`config.mk`:
```
export PLATFORM = sky130hd
export DESIGN_NAME = ifetch_front
export DESIGN_NICKNAME = d
export VERILOG_FILES = /design/src/rtl/ifetch_pkg.sv /design/src/rtl/ifetch_imm_gen.sv /design/src/rtl/ifetch_word_pack.sv /design/src/rtl/ifetch_pc_sel.sv /design/src/rtl/ifetch_front.sv
export SDC_FILE = /design/constraint.sdc
export NUM_CORES = 1
export LEC_CHECK = 0
export BUFFER_PORTS_ARGS = -buffer_cell sky130_fd_sc_hd__buf_2
export CAP_MARGIN = 20
export CORE_ASPECT_RATIO = 1.4
export CORE_UTILIZATION = 53
export DETAILED_ROUTE_END_ITERATION = 8
export GPL_ROUTABILITY_DRIVEN = 1
export PLACE_DENSITY = 0.9
export SYNTH_ARGS = -nofsm -noshare
export SYNTH_HDL_FRONTEND = slang
export SYNTH_SLANG_ARGS = --single-unit
export TNS_END_PERCENT = 5
```
`constraint.sdc`:
```
create_clock -name clk -period 4.6 [get_ports clk]
set_input_delay 0.69 -clock clk [delete_from_list [all_inputs] [get_ports clk]]
set_output_delay 0.69 -clock clk [all_outputs]
set_load 0.01 [all_outputs]
```
`src/rtl/ifetch_pkg.sv`:
```
package ifetch_pkg;
  localparam int unsigned XLEN     = 32;
  localparam int unsigned OPC_W    = 7;
  localparam logic [OPC_W-1:0] OPC_BRANCH = 7'b1100011;
  localparam logic [OPC_W-1:0] OPC_JAL    = 7'b1101111;

  typedef enum logic [1:0] {
    NX_SEQ   = 2'd0,
    NX_HOLD  = 2'd1,
    NX_BRTGT = 2'd2,
    NX_JTGT  = 2'd3
  } nx_src_e;
endpackage

```
`src/rtl/ifetch_imm_gen.sv`:
```
module ifetch_imm_gen
  import ifetch_pkg::*;
#(
  parameter int unsigned W = XLEN
) (
  input  logic [W-1:0] inst,
  output logic [W-1:0] b_off,
  output logic [W-1:0] j_off,
  output logic         is_branch,
  output logic         is_jal
);
  localparam int unsigned B_BITS = 13;
  localparam int unsigned J_BITS = 21;

  logic [B_BITS-1:0] b_raw;
  logic [J_BITS-1:0] j_raw;

  always_comb begin
    b_raw = {inst[31], inst[7], inst[30:25], inst[11:8], 1'b0};
    j_raw = {inst[31], inst[19:12], inst[20], inst[30:21], 1'b0};
    b_off = {{(W-B_BITS){b_raw[B_BITS-1]}}, b_raw};
    j_off = {{(W-J_BITS){j_raw[J_BITS-1]}}, j_raw};
    is_branch = (inst[OPC_W-1:0] == OPC_BRANCH);
    is_jal    = (inst[OPC_W-1:0] == OPC_JAL);
  end
endmodule

```
`src/rtl/ifetch_word_pack.sv`:
```
module ifetch_word_pack #(
  parameter int unsigned LANES = 4
) (
  input  logic [LANES*8-1:0] lanes,
  output logic [LANES*8-1:0] word
);
  for (genvar k = 0; k < LANES; k++) begin : g_lane
    // lane k is the byte at (address + k): lowest address lands in the low byte
    assign word[8*k +: 8] = lanes[8*k +: 8];
  end
endmodule

```
`src/rtl/ifetch_pc_sel.sv`:
```
module ifetch_pc_sel
  import ifetch_pkg::*;
#(
  parameter int unsigned W    = XLEN,
  parameter int unsigned STEP = 4
) (
  input  logic         clk,
  input  logic         rst_n,
  input  logic [W-1:0] pc_q,
  input  logic         held_valid,
  input  logic         stall,
  input  logic         br_taken,
  input  logic         jump,
  input  logic         is_branch,
  input  logic         is_jal,
  input  logic [W-1:0] br_pc,
  input  logic [W-1:0] b_off,
  input  logic [W-1:0] j_off,
  output logic [W-1:0] pc_next,
  output logic         redirect
);
  nx_src_e src;

  always_comb begin
    if (held_valid && jump && is_jal)              src = NX_JTGT;
    else if (held_valid && br_taken && is_branch)  src = NX_BRTGT;
    else if (stall)                                src = NX_HOLD;
    else                                           src = NX_SEQ;
  end

  always_comb begin
    unique case (src)
      NX_JTGT:  pc_next = br_pc + j_off;
      NX_BRTGT: pc_next = br_pc + b_off;
      NX_HOLD:  pc_next = pc_q;
      default:  pc_next = pc_q + W'(STEP);
    endcase
    redirect = (src == NX_JTGT) || (src == NX_BRTGT);
  end

  p_redirect_wins_r8: assert property (@(posedge clk) disable iff (!rst_n)
    (held_valid && br_taken && is_branch && stall) |-> redirect);

  p_ignore_mismatch_r9: assert property (@(posedge clk) disable iff (!rst_n)
    (!held_valid || (!(br_taken && is_branch) && !(jump && is_jal))) |-> !redirect);
endmodule

```
`src/rtl/ifetch_front.sv`:
```
module ifetch_front
  import ifetch_pkg::*;
#(
  parameter int unsigned W     = XLEN,
  parameter int unsigned LANES = W / 8,
  parameter int unsigned STEP  = LANES
) (
  input  logic         clk,
  input  logic         rst_n,
  input  logic         stall,
  input  logic         br_taken,
  input  logic         jump,
  input  logic [W-1:0] br_pc,
  output logic [W-1:0] imem_addr,
  input  logic [W-1:0] imem_rdata,
  output logic         dec_valid,
  output logic [W-1:0] dec_inst,
  output logic [W-1:0] dec_pc,
  output logic [W-1:0] dec_pc4
);
  logic [W-1:0] pc_q, pc_next, word;
  logic [W-1:0] b_off, j_off;
  logic         is_branch, is_jal, redirect;

  ifetch_word_pack #(.LANES(LANES)) i_pack (
    .lanes (imem_rdata),
    .word  (word)
  );

  ifetch_imm_gen #(.W(W)) i_imm (
    .inst      (dec_inst),
    .b_off     (b_off),
    .j_off     (j_off),
    .is_branch (is_branch),
    .is_jal    (is_jal)
  );

  ifetch_pc_sel #(.W(W), .STEP(STEP)) i_sel (
    .clk        (clk),
    .rst_n      (rst_n),
    .pc_q       (pc_q),
    .held_valid (dec_valid),
    .stall      (stall),
    .br_taken   (br_taken),
    .jump       (jump),
    .is_branch  (is_branch),
    .is_jal     (is_jal),
    .br_pc      (br_pc),
    .b_off      (b_off),
    .j_off      (j_off),
    .pc_next    (pc_next),
    .redirect   (redirect)
  );

  always_ff @(posedge clk or negedge rst_n) begin
    if (!rst_n) pc_q <= '0;
    else        pc_q <= pc_next;
  end

  always_ff @(posedge clk or negedge rst_n) begin
    if (!rst_n) begin
      dec_valid <= 1'b0;
      dec_inst  <= '0;
      dec_pc    <= '0;
      dec_pc4   <= '0;
    end else if (redirect) begin
      dec_valid <= 1'b0;
    end else if (!stall) begin
      dec_valid <= 1'b1;
      dec_inst  <= word;
      dec_pc    <= pc_q;
      dec_pc4   <= pc_q + W'(STEP);
    end
  end

  assign imem_addr = pc_q;

  p_seq_step_r2: assert property (@(posedge clk) disable iff (!rst_n)
    (!stall && !redirect) |=> (pc_q == $past(pc_q) + W'(STEP)) && dec_valid);

  p_stall_hold_r4: assert property (@(posedge clk) disable iff (!rst_n)
    (stall && !redirect) |=> $stable(pc_q) && $stable(dec_inst) && $stable(dec_valid));

  p_squash_r7: assert property (@(posedge clk) disable iff (!rst_n)
    redirect |=> !dec_valid);

  p_link_r10: assert property (@(posedge clk) disable iff (!rst_n)
    dec_valid |-> (dec_pc4 == dec_pc + W'(STEP)));
endmodule

```
==> metrics.cfg <==
[critical_path]
path_cells=nor3b_1 -> nand2_1 -> mux2_2 -> ha_1 -> fa_1 -> a21oi_1 -> o211ai_1 -> o2111ai_1 -> a21oi_2 -> o31ai_1 -> a211oi_1 -> or3_1 -> a31o_1
critPathCaptureType=flop
critPathLaunch=dec_inst[3]
worst-path-buf-inv=0
worstSetupStartpointType=flop
critical_path_class=flop to flop
critical_path.slowest_cell=nor3b_1
arrival_ns=4.22
worstReg2RegStart=dec_inst[3]
critPathMaxFanout=5
crit_family=compound AO/OA/AOI/OAI gates
critical_path_required_ns=4.90
reg2reg_slack_ns=0.67
cpPeakStageDelay_ns=0.42

[detailed_routing]
vias=6242
wl_met1_mm=7.54
wl_met3_um=949
first_iter_violations=218
drt_wl_total_mm=18.6
top_layer=met4
met2WireLength_mm=9.65
drtAntennaViolNets=0
drc_errors=0
viasPerCell=5.60
wl_per_cell_um=16.7
dr.pass1.iters=5

[timing]
report.final.hold_viol_count=0
min_period_ns=3.93
fmax_ghz=0.255
period_share_pct=85.4
holdWs_ns=0.279
finClkSkew_ns=0.0168
finalSetupViolations=0
finalSetupTns_ns=0
relSlewSlack_pct=43.9
rsz0062_at_grt=no
worst_slew_pin_slew_ns=0.841
drv_slew=0

[grt]
grt_pass1_vias=6142
grt_remaining_overflow=0
antenna_found_initial=2
grt_max_degree=83
grt_pass1_wl_mm=30.0
track_usage_pct=26.9

[cts]
clk_path_buf_depth=2
holdBufCountCts=0
clock_latency_ns=0.42
post_cts.repair.setup_buffers=0
cts_htree_levels=4
cts_tree=done
cts_resized=0
path_clk_slew_ns=0.06
clock_sinks=127
cts-root-buf=clkbuf_16
cts_inserted_buffers=17

[floorplan]
ios=198
fp.dieH_um=142
dieArea_um2=14400
row_count=50
start_util_pct=54.8
die_w_um=102
core_um2=13500

[yosys]
synth_top_area_cell=dfrtp_1
async_flop_share_pct=100
yosysMostFrequentCell=dfrtp_1
ys_seq_area_share_pct=43.1
yosys_most_used_dff=dfrtp_1
ys_seq_elements=127
synth.distinct_cells=58
synth_area_leaders=dfrtp_1, mux2_2, ha_1
synth_nets=841
syn_inst=738
synth_top_area_share_pct=43.1
mappedNetlistArea_um2=7370
synth-edff-count=0
ys_warn_count=0
syn-mean-instance-area_um2=9.99
synthTopCellsByCount=dfrtp_1, nor2_1, mux2_2

[status]
status=completed

[placed_design]
placed_cell_area_um2=8460
dpl.hpwl_mm=13.7
globalplace.congestion=0.918
io_buffers=197

[layout]
design_area_um2=9100
n_fill_cell=1005
fin_nets=1021
syn_to_final_growth_pct=23.4
drive_gt1_share_pct=34.5

[pwr]
intPower_uw=3150
swShare_pct=36.1
p_leak_uw=0.00429
p_switching_uw=1780
pwr-share-clk_pct=29.3
ir_worst_vdd_mv=0.290
power_uw=4920
pwr-share-comb_pct=32.9
p_seq_share_pct=37.8
powerDensity_nw_per_um2=541

[run]
cap_violations=0

[hold_path]
hold_path_class=input port to asynchronous set/reset pin

-- per-stage QoR --
step | setup WS (ns) | utilization [%] | cells
detailed placement | 0.417 | 62.9 | 1081
floorplan | 0.880 | - | 738
global placement | 0.551 | 62.9 | 1081
global route | 0.228 | 67.6 | 1115
finish | 0.673 | 67.6 | 1115
CTS | 0.724 | 67.6 | 1113
-- registers in the layout, indices dropped and copies added, names as in the netlist --
signal     count
dec_valid      1
dec_pc4       30
imem_addr     32
dec_inst      32
dec_pc        32
-- final timing paths --
kind / depth (start not counted) / endpoint
max: 13 / imem_addr[27]
min: 1 / dec_pc4[3]
max reg2reg: 13 / imem_addr[27]
min reg2reg: 1 / dec_pc[31]
max in group asynchronous: 2 / dec_pc[17]
min in group clk: 2 / dec_inst[10]
-- logic make-up (layout without fill, tap and decap cells) --
family,Yosys count,after routing,share of synthesized area [%]
other cells,0,2,0
buf+inv,48,241,2.94
simple gates,211,211,13.6
fa+ha+maj,34,34,5.87
xor+xnor,80,80,9.50
flops,127,127,43.1
compound gates,162,162,13.5
mux,76,76,11.5
-- layer usage --
layer / GRT usage [%] / vias to the layer above
li1: - / 2965
met1: 32.9 / 2999
met2: 45.9 / 242
met3: 4.88 / 36
met4: 11.7 / 0
met5: 0 / -
-- power groups by stage --
stage / Sequential, uW / Clock [uW] / Combinational, uW
6_report: 1860 / 1440 / 1620
5_1_grt: 1910 / 1510 / 1780
4_1_cts: 1850 / 1460 / 1630
3_5_place_dp: 1860 / 0 / 1600
3_3_place_gp: 1840 / 0 / 1560
2_1_floorplan: 1910 / 0 / 924
-- cell type report --
type / count / area, um^2 / share of cell area (%)
diodes: 2 / 5.00 / 0.0550
repair buffers: 204 / 1040 / 11.5
multi-input cells: 563 / 3990 / 43.9
inverters: 5 / 18.8 / 0.206
well taps: 182 / 228 / 2.50
clock buffers: 17 / 425 / 4.68
flip-flops and latches: 127 / 3180 / 34.9
clock inverters: 15 / 208 / 2.28
-- layout by cell type, fill, tap and decap left out, types with 9 or more instances in the layout --
cell type	netlist	routed
dfrtp_1	127	127
xnor2_1	42	42
buf_2	14	196
mux2_2	72	72
a21oi_1	71	71
ha_1	33	33
nand2_1	55	55
o21ai_0	21	20
nor3_1	9	9
a211oi_1	9	9
nand3_1	18	18
a21o_1	26	26
nor2_1	82	81
xor2_1	38	38
clkbuf_16	0	17
No activity file was read; power rests on OpenSTA's default activity.
